--- src/rtl/ovl_pkg.sv ---
// Shared types for the cursor/crosshair overlay generator.
// Assumes the command word layout stated in the brief (7 bits).
package ovl_pkg;

    // Decoded command word.
    typedef struct packed {
        logic       cur_en;   // bitmap cursor enable
        logic       xh_en;    // crosshair enable
        logic       or_mode;  // 1: OR merge, 0: AND merge
        logic [1:0] skew_sel; // horizontal skew select
        logic [1:0] thick;    // crosshair half-width
    } cmd_t;

    // Skew select codes.
    typedef enum logic [1:0] {
        SKEW_A   = 2'b00,
        SKEW_B   = 2'b01,
        SKEW_C   = 2'b10,
        SKEW_RSV = 2'b11
    } skew_e;

    // Split the raw command word into its fields.
    function automatic cmd_t decode_cmd(input logic [6:0] c);
        cmd_t d;
        d.cur_en   = c[6];
        d.xh_en    = c[5];
        d.or_mode  = c[4];
        d.skew_sel = c[3:2];
        d.thick    = c[1:0];
        return d;
    endfunction

endpackage

--- src/rtl/ovl_timing.sv ---
// Sync edge detection and saturating pixel/line counters.
// Assumes syncs are already synchronous to clk. Counters reset to their
// maximum so nothing is drawn before the first sync edge.
module ovl_timing #(
    parameter int CNT_W = 14
) (
    input  logic             clk,
    input  logic             rst_n,
    input  logic             hsync,
    input  logic             vsync,
    output logic             hfall,
    output logic             vfall,
    output logic [CNT_W-1:0] hcnt,
    output logic [CNT_W-1:0] vcnt
);
    localparam logic [CNT_W-1:0] CNT_MAX = '1;

    logic hs_q;
    logic vs_q;

    assign hfall = hs_q & ~hsync;
    assign vfall = vs_q & ~vsync;

    // Remember the previous sync levels for edge detection.
    always_ff @(posedge clk) begin
        if (!rst_n) begin
            hs_q <= 1'b0;
            vs_q <= 1'b0;
        end else begin
            hs_q <= hsync;
            vs_q <= vsync;
        end
    end

    // Pixel counter: restart on hsync fall, otherwise count up and hold at max.
    always_ff @(posedge clk) begin
        if (!rst_n) begin
            hcnt <= CNT_MAX;
        end else if (hfall) begin
            hcnt <= '0;
        end else if (hcnt != CNT_MAX) begin
            hcnt <= hcnt + 1'b1;
        end
    end

    // Line counter: vsync fall wins over an hsync fall in the same cycle.
    always_ff @(posedge clk) begin
        if (!rst_n) begin
            vcnt <= CNT_MAX;
        end else if (vfall) begin
            vcnt <= '0;
        end else if (hfall && (vcnt != CNT_MAX)) begin
            vcnt <= vcnt + 1'b1;
        end
    end

endmodule

--- src/rtl/ovl_cur_fetch.sv ---
// Bitmap cursor fetch. Stage 0 forms the word address from the live
// counters; the synchronous memory answers one clock later, when stage 1
// picks the 2-bit field. Assumes a memory with exactly one cycle of latency.
module ovl_cur_fetch #(
    parameter int CNT_W  = 14,
    parameter int SUM_W  = 15,
    parameter int CUR_LG = 6,
    parameter int WORD_W = 16
) (
    input  logic                                       clk,
    input  logic                                       rst_n,
    input  logic [CNT_W-1:0]                           hcnt,
    input  logic [CNT_W-1:0]                           vcnt,
    input  logic [SUM_W-1:0]                           cx,
    input  logic [SUM_W-1:0]                           cy,
    output logic [2*CUR_LG-$clog2(WORD_W/2)-1:0]       mem_addr,
    input  logic [WORD_W-1:0]                          mem_rdata,
    output logic [1:0]                                 cur_code
);
    localparam int SEL_W = $clog2(WORD_W / 2);
    localparam int DIM   = 1 << CUR_LG;

    logic [SUM_W-1:0] hx, vy, dx, dy;
    logic             in_x, in_y;
    logic             s1_in;
    logic [SEL_W-1:0] s1_sel;
    logic [WORD_W-1:0] shifted;

    // Offsets of the current pixel from the cursor origin and the inside test.
    always_comb begin
        hx   = SUM_W'(hcnt);
        vy   = SUM_W'(vcnt);
        dx   = hx - cx;
        dy   = vy - cy;
        in_x = (hx >= cx) && (dx < SUM_W'(DIM));
        in_y = (vy >= cy) && (dy < SUM_W'(DIM));
    end

    // Word address: row-major, WORD_W/2 pixels per word.
    assign mem_addr = {dy[CUR_LG-1:0], dx[CUR_LG-1:SEL_W]};

    // Carry the inside flag and field index alongside the memory read.
    always_ff @(posedge clk) begin
        if (!rst_n) begin
            s1_in  <= 1'b0;
            s1_sel <= '0;
        end else begin
            s1_in  <= in_x & in_y;
            s1_sel <= dx[SEL_W-1:0];
        end
    end

    // Select the 2-bit field of the returned word, pixel 0 in the low bits.
    always_comb begin
        shifted  = mem_rdata >> {s1_sel, 1'b0};
        cur_code = s1_in ? shifted[1:0] : 2'b00;
    end

endmodule

--- src/rtl/ovl_xhair.sv ---
// Crosshair hit test: two bands of width 2t+1 through (cx, cy), clipped to
// a window rectangle. Result is registered to align with the cursor fetch.
module ovl_xhair #(
    parameter int CNT_W   = 14,
    parameter int SUM_W   = 15,
    parameter int COORD_W = 12,
    parameter int Y_OFF   = 32
) (
    input  logic               clk,
    input  logic               rst_n,
    input  logic [CNT_W-1:0]   hcnt,
    input  logic [CNT_W-1:0]   vcnt,
    input  logic [SUM_W-1:0]   cx,
    input  logic [SUM_W-1:0]   cy,
    input  logic [SUM_W-1:0]   hoff,
    input  logic [1:0]         thick,
    input  logic [COORD_W-1:0] win_x,
    input  logic [COORD_W-1:0] win_y,
    input  logic [COORD_W-1:0] win_w,
    input  logic [COORD_W-1:0] win_h,
    output logic               xh_s1
);
    logic [SUM_W-1:0] hx, vy, half;
    logic [SUM_W-1:0] wx0, wx1, wy0, wy1;
    logic             vband, hband, inwin;

    // Band and window comparisons in widened arithmetic (no wrap).
    always_comb begin
        hx    = SUM_W'(hcnt);
        vy    = SUM_W'(vcnt);
        half  = SUM_W'(thick);
        wx0   = SUM_W'(win_x) + hoff;
        wx1   = wx0 + SUM_W'(win_w);
        wy0   = SUM_W'(win_y) + SUM_W'(Y_OFF);
        wy1   = wy0 + SUM_W'(win_h);
        vband = (hx + half >= cx) && (hx <= cx + half);
        hband = (vy + half >= cy) && (vy <= cy + half);
        inwin = (hx >= wx0) && (hx < wx1) && (vy >= wy0) && (vy < wy1);
    end

    // Register the hit so it lines up with the bitmap word.
    always_ff @(posedge clk) begin
        if (!rst_n) begin
            xh_s1 <= 1'b0;
        end else begin
            xh_s1 <= (vband | hband) & inwin;
        end
    end

endmodule

--- src/rtl/ovl_mix.sv ---
// Merge stage: pipelines the enable/merge bits by one stage to match the
// data, combines the two sources and registers the overlay code.
module ovl_mix (
    input  logic       clk,
    input  logic       rst_n,
    input  logic       cur_en,
    input  logic       xh_en,
    input  logic       or_mode,
    input  logic [1:0] cur_code,
    input  logic       xh_hit,
    output logic [1:0] ovl
);
    logic       s1_cur_en, s1_xh_en, s1_or;
    logic [1:0] c_term, x_term, merged;

    // Delay the control bits to stage 1.
    always_ff @(posedge clk) begin
        if (!rst_n) begin
            s1_cur_en <= 1'b0;
            s1_xh_en  <= 1'b0;
            s1_or     <= 1'b0;
        end else begin
            s1_cur_en <= cur_en;
            s1_xh_en  <= xh_en;
            s1_or     <= or_mode;
        end
    end

    // Pick the merged code: a lone enabled source passes through.
    always_comb begin
        c_term = cur_code;
        x_term = xh_hit ? 2'b11 : 2'b00;
        unique case ({s1_cur_en, s1_xh_en})
            2'b11:   merged = s1_or ? (c_term | x_term) : (c_term & x_term);
            2'b10:   merged = c_term;
            2'b01:   merged = x_term;
            default: merged = 2'b00;
        endcase
    end

    // Output register.
    always_ff @(posedge clk) begin
        if (!rst_n) begin
            ovl <= 2'b00;
        end else begin
            ovl <= merged;
        end
    end

endmodule

--- src/rtl/ovl_cursor_xhair.sv ---
// Top of the cursor/crosshair overlay generator. One pixel per clock;
// overlay for a pixel appears two clocks after the counter holds it.
// Assumes all inputs are synchronous to clk and held steady within a line.
module ovl_cursor_xhair
    import ovl_pkg::*;
#(
    parameter int COORD_W = 12,
    parameter int CUR_LG  = 6,
    parameter int WORD_W  = 16,
    parameter int OFF_A   = 37,
    parameter int OFF_B   = 52,
    parameter int OFF_C   = 57,
    parameter int Y_OFF   = 32
) (
    input  logic                                 clk,
    input  logic                                 rst_n,
    input  logic                                 hsync,
    input  logic                                 vsync,
    input  logic [6:0]                           cmd,
    input  logic [COORD_W-1:0]                   cur_x,
    input  logic [COORD_W-1:0]                   cur_y,
    input  logic [COORD_W-1:0]                   win_x,
    input  logic [COORD_W-1:0]                   win_y,
    input  logic [COORD_W-1:0]                   win_w,
    input  logic [COORD_W-1:0]                   win_h,
    output logic [2*CUR_LG-$clog2(WORD_W/2)-1:0] mem_addr,
    input  logic [WORD_W-1:0]                    mem_rdata,
    output logic [1:0]                           ovl
);
    localparam int CNT_W = COORD_W + 2;
    localparam int SUM_W = COORD_W + 3;

    cmd_t             cf;
    logic [SUM_W-1:0] hoff, cx, cy;
    logic             hfall, vfall;
    logic [CNT_W-1:0] hcnt, vcnt;
    logic [1:0]       cur_code;
    logic             xh_s1;

    assign cf = decode_cmd(cmd);

    // Horizontal skew chosen by the command; the reserved code uses the first.
    always_comb begin
        unique case (skew_e'(cf.skew_sel))
            SKEW_B:  hoff = SUM_W'(OFF_B);
            SKEW_C:  hoff = SUM_W'(OFF_C);
            default: hoff = SUM_W'(OFF_A);
        endcase
    end

    // Cursor origin in counter space.
    always_comb begin
        cx = SUM_W'(cur_x) + hoff;
        cy = SUM_W'(cur_y) + SUM_W'(Y_OFF);
    end

    ovl_timing #(.CNT_W(CNT_W)) u_timing (
        .clk   (clk),
        .rst_n (rst_n),
        .hsync (hsync),
        .vsync (vsync),
        .hfall (hfall),
        .vfall (vfall),
        .hcnt  (hcnt),
        .vcnt  (vcnt)
    );

    ovl_cur_fetch #(
        .CNT_W (CNT_W),
        .SUM_W (SUM_W),
        .CUR_LG(CUR_LG),
        .WORD_W(WORD_W)
    ) u_cur (
        .clk      (clk),
        .rst_n    (rst_n),
        .hcnt     (hcnt),
        .vcnt     (vcnt),
        .cx       (cx),
        .cy       (cy),
        .mem_addr (mem_addr),
        .mem_rdata(mem_rdata),
        .cur_code (cur_code)
    );

    ovl_xhair #(
        .CNT_W  (CNT_W),
        .SUM_W  (SUM_W),
        .COORD_W(COORD_W),
        .Y_OFF  (Y_OFF)
    ) u_xh (
        .clk  (clk),
        .rst_n(rst_n),
        .hcnt (hcnt),
        .vcnt (vcnt),
        .cx   (cx),
        .cy   (cy),
        .hoff (hoff),
        .thick(cf.thick),
        .win_x(win_x),
        .win_y(win_y),
        .win_w(win_w),
        .win_h(win_h),
        .xh_s1(xh_s1)
    );

    ovl_mix u_mix (
        .clk     (clk),
        .rst_n   (rst_n),
        .cur_en  (cf.cur_en),
        .xh_en   (cf.xh_en),
        .or_mode (cf.or_mode),
        .cur_code(cur_code),
        .xh_hit  (xh_s1),
        .ovl     (ovl)
    );

endmodule

--- config.mk ---
export PLATFORM = sky130hd
export DESIGN_NAME = ovl_cursor_xhair
export DESIGN_NICKNAME = d
export VERILOG_FILES = /design/src/rtl/ovl_pkg.sv /design/src/rtl/ovl_timing.sv /design/src/rtl/ovl_cur_fetch.sv /design/src/rtl/ovl_xhair.sv /design/src/rtl/ovl_mix.sv /design/src/rtl/ovl_cursor_xhair.sv
export SDC_FILE = /design/constraint.sdc
export NUM_CORES = 1
export LEC_CHECK = 0
export ABC_AREA = 1
export BUFFER_PORTS_ARGS = -buffer_cell sky130_fd_sc_hd__buf_4
export CORE_ASPECT_RATIO = 0.8
export CORE_UTILIZATION = 25
export CTS_BUF_LIST = sky130_fd_sc_hd__clkbuf_4 sky130_fd_sc_hd__clkbuf_8 sky130_fd_sc_hd__clkbuf_16
export DETAILED_ROUTE_END_ITERATION = 8
export GPL_TIMING_DRIVEN = 0
export PLACE_DENSITY_LB_ADDON = 0.12
export SYNTH_ARGS = -nofsm -noshare
export SYNTH_HDL_FRONTEND = slang
export SYNTH_SLANG_ARGS = --single-unit
--- constraint.sdc ---
create_clock -name clk -period 10.08 [get_ports clk]
set_clock_uncertainty 0.1 [all_clocks]
set_input_delay 0.504 -clock clk [delete_from_list [all_inputs] [get_ports clk]]
set_output_delay 0.504 -clock clk [all_outputs]
set_load 0.1 [all_outputs]
* Word level (Yosys, flattened, before mapping) *
Cells that the tools add are included.

cells by class
  add/sub/neg operators = 14
  order comparisons = 12
  multiplexer cells = 9
  shifts and indexed selects = 1
  bitwise logic cells = 9
  reduce and logical (&&, ||, !) cells = 10
  equal/unequal tests = 7

operators by type and width
  operator                                                     count
  2-to-1 mux 14 bit                                            4
  >= comparator 14 x 15 -> 1 bit                               3
  adder 14 x 2 -> 15 bit                                       2
  adder 15 x 12 -> 15 bit                                      2
  less-or-equal comparator 14 x 15 -> 1 bit                    2
  less-than comparator 14 x 15 -> 1 bit                        2
  less-than comparator 15 x 7 -> 1 bit, second input constant  2
  adder 14 x 1 -> 14 bit, second input constant                2
  != test 14 bit, second input constant                        2
  adder 12 x 6 -> 13 bit, second input constant                2
  right shift 16 x 4 -> 2 bit                                  1
  adder 12 x 15 -> 15 bit                                      1
  adder 15 x 2 -> 15 bit                                       1
  >= comparator 15 x 13 -> 1 bit                               1
  >= comparator 15 bit                                         1
  subtractor 14 x 13 -> 15 bit                                 1
  subtractor 14 x 15 -> 15 bit                                 1
  adder 13 x 2 -> 14 bit                                       1
  >= comparator 14 x 13 -> 1 bit                               1
  adder 12 x 6 -> 13 bit                                       1
  case mux 5 bit (2 select lines)                              1
  logical AND 1 bit                                            8
  == test 2 bit, second input constant                         3
  2-to-1 mux 2 bit                                             3
  8 further kinds                                              14

word-level totals
  input bits = 99
  flip-flop bits (word level) = 40
  output and inout port bits = 11
  logic and storage cells = 73

* Logic depth before layout (Yosys ltp) *
Gate-level depths: netlist (run 1).

  word-level depth = 9
  mapped depth = 33
  depth with buffers taken out = 33

* By module *
Synthesis (run 1) repeated with hierarchy kept, for this count alone.

second synthesis, totals
  cells, all modules = 1783
  area total of the unflattened synthesis = 10837.9 sq um

modules (own cells, without submodules)
  module            times used  sequential area each (sq um)  area an instance (sq um)  cells an instance
  ovl_xhair         1           20.0                          5982.0                    945
  ovl_cur_fetch     1           80.1                          2197.1                    427
  ovl_timing        1           600.6                         1794.2                    261
  ovl_cursor_xhair  1           0.0                           643.1                     115
  ovl_mix           1           100.1                         221.5                     35

* Least setup slack after synthesis (run 1) *
OpenSTA, ideal clock, no wires.

  path kind = input to register
  start point = input cmd[2]
  end point = register u_xh.xh_s1
  required time = 9.910 ns
  data arrival time = 4.049 ns
  setup time = 0.070 ns
  path buffers = 0
  cell stages on the path = 31
  setup slack = 5.862 ns
  cells stage by stage = inv_1 > ha_1 > inv_1 > ha_1 > a31o_2 > nand2_1 > nand2_1 > nand2_1 > a21oi_2 > nand2_1 > nor3_1 > nand2_1 > nand2_1 > inv_1 > ha_1 > inv_1 > nor3_1 > o21ai_0 > o311ai_0 > a31oi_1 > xor2_1 > ha_1 > nand2_1 > inv_1 > o21ai_0 > nand4_1 > a21oi_1 > nand2_1 > nor2_1 > nand3_1 > a21oi_1

between the ends
  longest elaborated chain between the ends = 9
  elaborated cells on any way between the ends = 17
  classes of those cells = add/sub (4); order compare (4); eq/ne (2); mux (1); bitwise (2); reduce/logical (4)

RTL lines
  element                                                  RTL line                RTL
  start: declaration                                       ovl_cursor_xhair.sv:19  input logic [6:0] cmd,
  == test 2 bit or == test 2 x 1 -> 1 bit (tied branches)  ovl_cursor_xhair.sv:44  unique case (skew_e'(cf.skew_sel))
  case mux 5 bit (2 select lines) *                        ovl_cursor_xhair.sv:44
  adder 12 x 6 -> 13 bit                                   ovl_xhair.sv:32         wx0 = SUM_W'(win_x) + hoff;
  adder 15 x 12 -> 15 bit                                  ovl_xhair.sv:33         wx1 = wx0 + SUM_W'(win_w);
  less-than comparator 14 x 15 -> 1 bit                    ovl_xhair.sv:38         inwin = (hx >= wx0) && (hx < wx1) && (vy >= wy0) && (vy < wy1);
  logical AND 1 bit (3 in a row)                           ovl_xhair.sv:38
  AND 1 bit *                                              ovl_xhair.sv:46         xh_s1 <= (vband | hband) & inwin;
  end signal: assignment                                   ovl_xhair.sv:46
  end: declaration                                         ovl_xhair.sv:21         output logic xh_s1

Every way passes the cells marked *; elsewhere a longest branch is shown, timed or not.
A chain may end at the register's enable or synchronous reset.

* Final worst setup path (run 1) *
Same ends and word-level chain as after synthesis.

==> results of run 1 <==
## final cells by class
type | count | area (um^2) | share of cell area (%)
multi-input cells | 1123 | 7190 | 69.3
repair buffers | 108 | 811 | 7.82
clock buffers | 5 | 125 | 1.21
flip-flops and latches | 40 | 801 | 7.72
well taps | 472 | 591 | 5.70
inverters | 208 | 781 | 7.53
clock inverters | 2 | 12.5 | 0.121
plain buffers | 12 | 57.6 | 0.555
## critical path: cells and delay by family
family                   cells  cell delay [ns]
AO/OA/AOI/OAI                8             1.36
XOR/XNOR                     1             0.21
adder cells (fa/ha/maj)      4             1.21
AND/OR/NAND/NOR             13             1.54
buffers and inverters        6             0.48
## synth_stat cells, types with 2 or more instances
library cell,count
sky130_fd_sc_hd__a211oi_1,2
sky130_fd_sc_hd__a21boi_0,2
sky130_fd_sc_hd__a21o_1,4
sky130_fd_sc_hd__a21oi_1,100
sky130_fd_sc_hd__a21oi_2,2
sky130_fd_sc_hd__a31oi_1,4
sky130_fd_sc_hd__buf_4,3
sky130_fd_sc_hd__clkbuf_1,8
sky130_fd_sc_hd__dfxtp_1,40
sky130_fd_sc_hd__fa_1,8
sky130_fd_sc_hd__ha_1,180
sky130_fd_sc_hd__inv_1,206
sky130_fd_sc_hd__inv_2,2
sky130_fd_sc_hd__nand2_1,300
sky130_fd_sc_hd__nand2_2,3
sky130_fd_sc_hd__nand3_1,97
sky130_fd_sc_hd__nand3b_1,5
sky130_fd_sc_hd__nand4_1,31
sky130_fd_sc_hd__nor2_1,120
sky130_fd_sc_hd__nor2_2,3
sky130_fd_sc_hd__nor3_1,32
sky130_fd_sc_hd__nor4_1,4
sky130_fd_sc_hd__o2111ai_1,2
sky130_fd_sc_hd__o211ai_1,18
sky130_fd_sc_hd__o21a_1,4
sky130_fd_sc_hd__o21ai_0,73
sky130_fd_sc_hd__o21ai_1,3
sky130_fd_sc_hd__o21ai_2,2
sky130_fd_sc_hd__o21bai_1,8
sky130_fd_sc_hd__o31ai_1,2
sky130_fd_sc_hd__or2_2,3
sky130_fd_sc_hd__xnor2_1,21
sky130_fd_sc_hd__xor2_1,76
sky130_fd_sc_hd__xor2_2,3
## metrics by stage
step           total power, mW  utilization (%)  std cells
3_5_place_dp              1.67             29.5       1963
2_1_floorplan             1.30                -       1383
6_report                  1.82             29.9       1970
4_1_cts                   1.84             29.9       1970
5_1_grt                   2.04             29.9       1970
3_3_place_gp              1.66             29.5       1963
## registers in the layout, indices dropped and copies added (netlist names)
| name | count |
|---|---|
| u_cur.s1_sel | 3 |
| u_mix.s1_cur_en | 1 |
| u_xh.xh_s1 | 1 |
| u_mix.s1_xh_en | 1 |
| u_timing.hcnt | 14 |
| u_mix.ovl | 2 |
| u_timing.hs_q | 1 |
| u_cur.s1_in | 1 |
| u_timing.vs_q | 1 |
| u_mix.s1_or | 1 |
| u_timing.vcnt | 14 |
## path summary, 6_finish.rpt
kind	endpoint	from
setup reg to reg	u_xh.xh_s1	u_timing.vcnt[3]
hold / removal	u_timing.hs_q	hsync
hold reg to reg	u_timing.hcnt[8]	u_timing.hs_q
setup / recovery	u_xh.xh_s1	cmd[2]
## cells in the final DEF (no fill, tap or decap), types with 32 or more instances in the layout
cell type and n:
sky130_fd_sc_hd__nand2_1 300, sky130_fd_sc_hd__inv_1 206, sky130_fd_sc_hd__ha_1 180, sky130_fd_sc_hd__nor2_1 120, sky130_fd_sc_hd__buf_4 111, sky130_fd_sc_hd__a21oi_1 100, sky130_fd_sc_hd__nand3_1 97, sky130_fd_sc_hd__xor2_1 76
sky130_fd_sc_hd__o21ai_0 73, sky130_fd_sc_hd__dfxtp_1 40, sky130_fd_sc_hd__nor3_1 32
## layer usage
metal | GRT usage, % | wire, um | up-vias
met1 | 23.8 | 15500 | 4004
met3 | 1.72 | 1010 | 11
met2 | 24.2 | 11500 | 143
met5 | 0 | 0 | -
met4 | 1.92 | 205 | 0
li1 | - | - | 4842
## cell families after synthesis
| kind of cell | after synthesis |
|---|---|
| AOI/OAI and AO/OA | 228 |
| xor gates and xnor gates | 100 |
| adders and majority gates | 188 |
| buffers and inverters | 220 |
| DFF | 40 |
| other | 1 |
| and+or+nand+nor | 605 |
## report_power, final
group	internal, mW	leakage, nW	switching, mW
logic	0.499	4.96	0.871
clock network	0.0900	0.0657	0.0688
registers	0.190	0.331	0.103
==> results.json, run 1 <==
{
  "finalWorstSetupSlack_ns": 4.88,
  "cts_tree": "done",
  "holdCritPathClass": "in -> reg",
  "synth_top_cell_by_area": "sky130_fd_sc_hd__ha_1",
  "cp_slowest_cell": "sky130_fd_sc_hd__ha_1",
  "total_congestion_overflow": 0,
  "critical_path_arrival_ns": 5.30,
  "top_area_cells_in_the_synthesized_netlist": "sky130_fd_sc_hd__ha_1 26%, sky130_fd_sc_hd__nand2_1 13%, sky130_fd_sc_hd__dfxtp_1 9.1%",
  "synth_adder_area_share_pct": 27.3,
  "tritoncts.num_buffers": 5,
  "synth.yosys.warnings": 0,
  "number_of_standard_cells_after_synthesis": 1382,
  "final.fill_count": 3940,
  "crit_path_max_incr_delay_ns": 0.33,
  "timing.fmax_ghz": 0.192,
  "ant_nets": 0,
  "timing.final.setup_violations": 0,
  "finalCritPeriodShare_pct": 51.6,
  "worstRegToRegCells": 12,
  "global_route_wire_length_before_repair_um": 44900,
  "starting_utilization_of_the_core_area_pct": 25.4,
  "die_area_um2": 36100,
  "ys_async_sr_fraction_pct": 0,
  "number_of_antenna_violations_at_the_first_check_in_global_routing": 0,
  "grt_start_max_net_pins": 13,
  "clock_sink_total": 40,
  "max_slew.worst_pin.slew_ns": 0.830,
  "holdWs_ns": 0.306,
  "cts_root_buf": "sky130_fd_sc_hd__clkbuf_16",
  "power-per-cell-area_nw_per_um2": 176,
  "io_buffer_count": 108,
  "placed_cell_area_um2": 10200,
  "syn-cell-area_um2": 8820,
  "worst_hold_path.num_cells": 3,
  "finalWorstPathRequiredPeriod_ns": 5.20,
  "placementRows": 61,
  "synth_top_flop_cell": "sky130_fd_sc_hd__dfxtp_1",
  "per_cell_via_count_in_the_routed_design": 4.57,
  "grt_pass1_vias": 8569,
  "finish.net_count": 1785,
  "synth.ff_latch_count": 40,
  "post_cts_hold_buffer_count": 0,
  "critical_path_data_required_time_ns": 10.18,
  "core-area_um2": 34700,
  "yosys.area_share.xor_xnor_pct": 10.2,
  "drt-wirelength-per-cell_um": 14.3,
  "post-cts-setup-buffers": 0,
  "timing_worst_setup_path_type": "in -> reg",
  "unrepaired_setup_endpoints_after_global_routing": "false",
  "final.setup.tns_ns": 0,
  "detail_route.wirelength_um": 28100,
  "hold_violations": 0,
  "end_kind": "flip-flop",
  "gp_congestion": 0.857,
  "synth_compound_area_share_pct": 14.5,
  "drcViolationCount": 0,
  "worstPathMaxFanout": 3,
  "post_synth_and_or_nand_nor_area_fraction_pct": 29.4,
  "crit_path_start_kind": "primary input",
  "layout-area-overhead-vs-synth_pct": 17.5,
  "insertedDiodeCount": 0,
  "leakagePower_nw": 5.36,
  "max_cap_viol_count": 0,
  "cpMostUsedCell": "sky130_fd_sc_hd__nand2_1",
  "io_pins": 110,
  "clkTransAtPathRegs_ns": 0.06,
  "detailroute.via_count": 9000,
  "max-slew-margin-rel_pct": 44.6,
  "post-place-ws_ns": 4.49,
  "hpwlAfterDp_um": 24300,
  "gr-usage-all-layers_pct": 15.8,
  "number_of_enable_flip_flop_cells_after_synthesis": 0,
  "drt_pass_1_iters": 4,
  "count_of_pins_over_their_slew_limit": 0,
  "synth.avg_cell_area_um2": 6.39,
  "synth.area.mux_share_pct": 0,
  "htree_num_levels": 2,
  "main_combinational_cell_family_by_area_after_synthesis": "simple AND/OR/NAND/NOR gates",
  "r2r_setup_slack_ns": 6.82,
  "synth.distinct_cells": 45,
  "initialDrtViolationCount": 447,
  "clock_tree.buffer_depth": 2,
  "run_status": "finished, final reports clean",
  "synthDominantCellAreaShare_pct": 25.5,
  "post_route_cells_drive_above_1_share_pct": 9.35,
  "synth_sequential_area_ratio_pct": 9.07,
  "peak_supply_drop_mv": 0.197,
  "finalInstanceArea_um2": 10400,
  "cts.repair.resized": 0,
  "die_y_extent_um": 170,
  "insertion_delay_ns": 0.29,
  "floorplan.die.width_um": 212
}
No activity file was read; power rests on OpenSTA's default activity.
==> inputs of run 2 (changes only) <==
==> constraint.sdc (replaced) <==
create_clock -name clk -period 5.3 [get_ports clk]
set_clock_uncertainty 0.1 [all_clocks]
set_input_delay 0.265 -clock clk [delete_from_list [all_inputs] [get_ports clk]]
set_output_delay 0.265 -clock clk [all_outputs]
set_load 0.1 [all_outputs]
==> run 2 against run 1 <==
Net effect:
- combinational power is 91% higher
- final area is essentially flat
- largest power group unchanged
- register-to-register slack got worse by 4.8 ns
- via count is 0.10% lower
- final cell count unchanged
- global-route usage unchanged
- power rose by 90%
- clock power is 91% higher
- die area unchanged
- hold slack got worse by 0.24 ns
- critical endpoint unchanged
- largest cell class unchanged
==> results.json, run 2 (synthesis results as in run 1) <==
{
  "detailroute.via_count": 8991,
  "switching_share_pct": 57.2,
  "final_cell_mix": "300 x sky130_fd_sc_hd__nand2_1, 206 x sky130_fd_sc_hd__inv_1, 180 x sky130_fd_sc_hd__ha_1",
  "report.power.total_mw": 3.47,
  "grt_start_max_net_pins": 13,
  "timing_worst_setup_path_type": "in -> reg",
  "power-per-cell-area_nw_per_um2": 334,
  "crit_path_start_kind": "primary input",
  "global_route_wire_length_before_repair_um": 44900,
  "run_status": "finished, final reports clean",
  "total_congestion_overflow": 0,
  "floorplan.die.width_um": 212,
  "htree_num_levels": 2,
  "leakagePower_nw": 5.36,
  "post_route_cells_drive_above_1_share_pct": 9.48,
  "critical_path_arrival_ns": 4.94,
  "layout-area-overhead-vs-synth_pct": 17.6,
  "timing.final.setup_violations": 0,
  "finalCritPeriodShare_pct": 91.5,
  "max-slew-margin-rel_pct": 44.8,
  "holdWs_ns": 0.0655,
  "layout_top_registers": "u_timing.hcnt (14), u_timing.vcnt (14), u_cur.s1_sel (3)",
  "hold_violations": 0,
  "finalWorstPathRequiredPeriod_ns": 4.85,
  "finish.net_count": 1785,
  "cp_slowest_cell": "sky130_fd_sc_hd__ha_1",
  "drcViolationCount": 0,
  "clock_tree.buffer_depth": 2,
  "cts_tree": "done",
  "per_cell_via_count_in_the_routed_design": 4.56,
  "die_area_um2": 36100,
  "end_kind": "flip-flop",
  "gp_congestion": 0.857,
  "die_y_extent_um": 170,
  "clkTransAtPathRegs_ns": 0.06,
  "gr-usage-all-layers_pct": 15.8,
  "io_buffer_count": 108,
  "unrepaired_setup_endpoints_after_global_routing": "false",
  "power.share.sequential_pct": 16.1,
  "critical_path_data_required_time_ns": 5.40,
  "finalWorstSetupSlack_ns": 0.452,
  "post_cts_hold_buffer_count": 0,
  "final_core_util_pct": 29.9,
  "placementRows": 61,
  "crit_path_max_incr_delay_ns": 0.36,
  "hpwlAfterDp_um": 24300,
  "finalInstanceArea_um2": 10400,
  "io_pins": 110,
  "layout_commonest_cell": "sky130_fd_sc_hd__nand2_1",
  "worstPathMaxFanout": 5,
  "max_cap_viol_count": 0,
  "starting_utilization_of_the_core_area_pct": 25.4,
  "peak_supply_drop_mv": 0.375,
  "drt_pass_1_iters": 5,
  "timing.fmax_ghz": 0.206,
  "tritoncts.num_buffers": 5,
  "internal_power_mw": 1.48,
  "pwr-share-clk_pct": 8.7,
  "grt_pass1_vias": 8569,
  "number_of_antenna_violations_at_the_first_check_in_global_routing": 0,
  "core-area_um2": 34700,
  "count_of_pins_over_their_slew_limit": 0,
  "drt-wirelength-per-cell_um": 14.3,
  "max_slew.worst_pin.slew_ns": 0.829,
  "insertion_delay_ns": 0.29,
  "cts_root_buf": "sky130_fd_sc_hd__clkbuf_16",
  "combPwrFrac_pct": 75.2,
  "detail_route.wirelength_um": 28200,
  "ant_nets": 0,
  "post-place-ws_ns": -0.0530,
  "insertedDiodeCount": 0,
  "placed_cell_area_um2": 10200,
  "initialDrtViolationCount": 453,
  "final.fill_count": 3938,
  "holdCritPathClass": "in -> reg",
  "clock_sink_total": 40,
  "net-switching-power_mw": 1.99
}
==> run 2: cell count changes in the layout (fill, tap and decap cells not counted) <==
cell                     previous run  this run
sky130_fd_sc_hd__nor3_2             1         3
sky130_fd_sc_hd__nor3_1            32        30
==> run 2: power groups by stage <==
stage / sequential, mW / clock (mW) / combinational (mW)
floorplan: 0.464 / 0 / 2.00
global placement: 0.567 / 0 / 2.60
detailed placement: 0.564 / 0 / 2.60
CTS: 0.558 / 0.315 / 2.62
global route: 0.573 / 0.327 / 2.97
finish: 0.559 / 0.303 / 2.61
==> run 2: final cells by class <==
class                           count  area [um^2]  share of cell area, %
Sequential cell                    40          801                   7.72
Inverter                          208          781                   7.52
Clock inverter                      2         12.5                  0.121
Multi-Input combinational cell   1123         7200                   69.4
Clock buffer                        5          125                   1.21
Buffer                             12         57.6                  0.555
Tap cell                          472          591                   5.69
Timing Repair Buffer              108          811                   7.81
==> run 2: worst max-delay path: cells and delay by family <==
kind	cells	cell delay (ns)
AO/OA/AOI/OAI	9	1.72
adder cells (fa/ha/maj)	4	1.22
AND/OR/NAND/NOR	8	0.79
buffers and inverters	6	0.48
XOR/XNOR	2	0.47
==> run 2: worst paths after layout <==
kind               startpoint                to  slack [ns]  cells past startpoint
max                    cmd[2]        u_xh.xh_s1        0.45                     29
min                     hsync     u_timing.hs_q        0.07                      3
max reg2reg  u_timing.vcnt[3]        u_xh.xh_s1        2.02                     12
min reg2reg     u_timing.hs_q  u_timing.hcnt[8]        0.53                      3
==> run 2: per-layer routing <==
layer  GRT usage (%)  vias to the layer above  wire length (um)
met1            23.8                     3988             15400
met2            24.2                      150             11500
met3            1.72                       11              1090
met4            1.92                        0               205
li1                -                     4842                 -
met5               0                        -                 0
==> run 2: stage by stage <==
stage | setup TNS (ns) | cells
finish | 0 | 1970
floorplan | 0 | 1383
CTS | 0 | 1970
global placement | 0 | 1963
global route | 0 | 1970
detailed placement | -0.0530 | 1963
==> run 2: what timing repair did <==
action | 4_1_cts | 5_1_grt
endpoints found under the hold margin | 0 | 0
setup buffers | 0 | 0
setup endpoints to repair | 0 | 1
resized for setup | 0 | 2
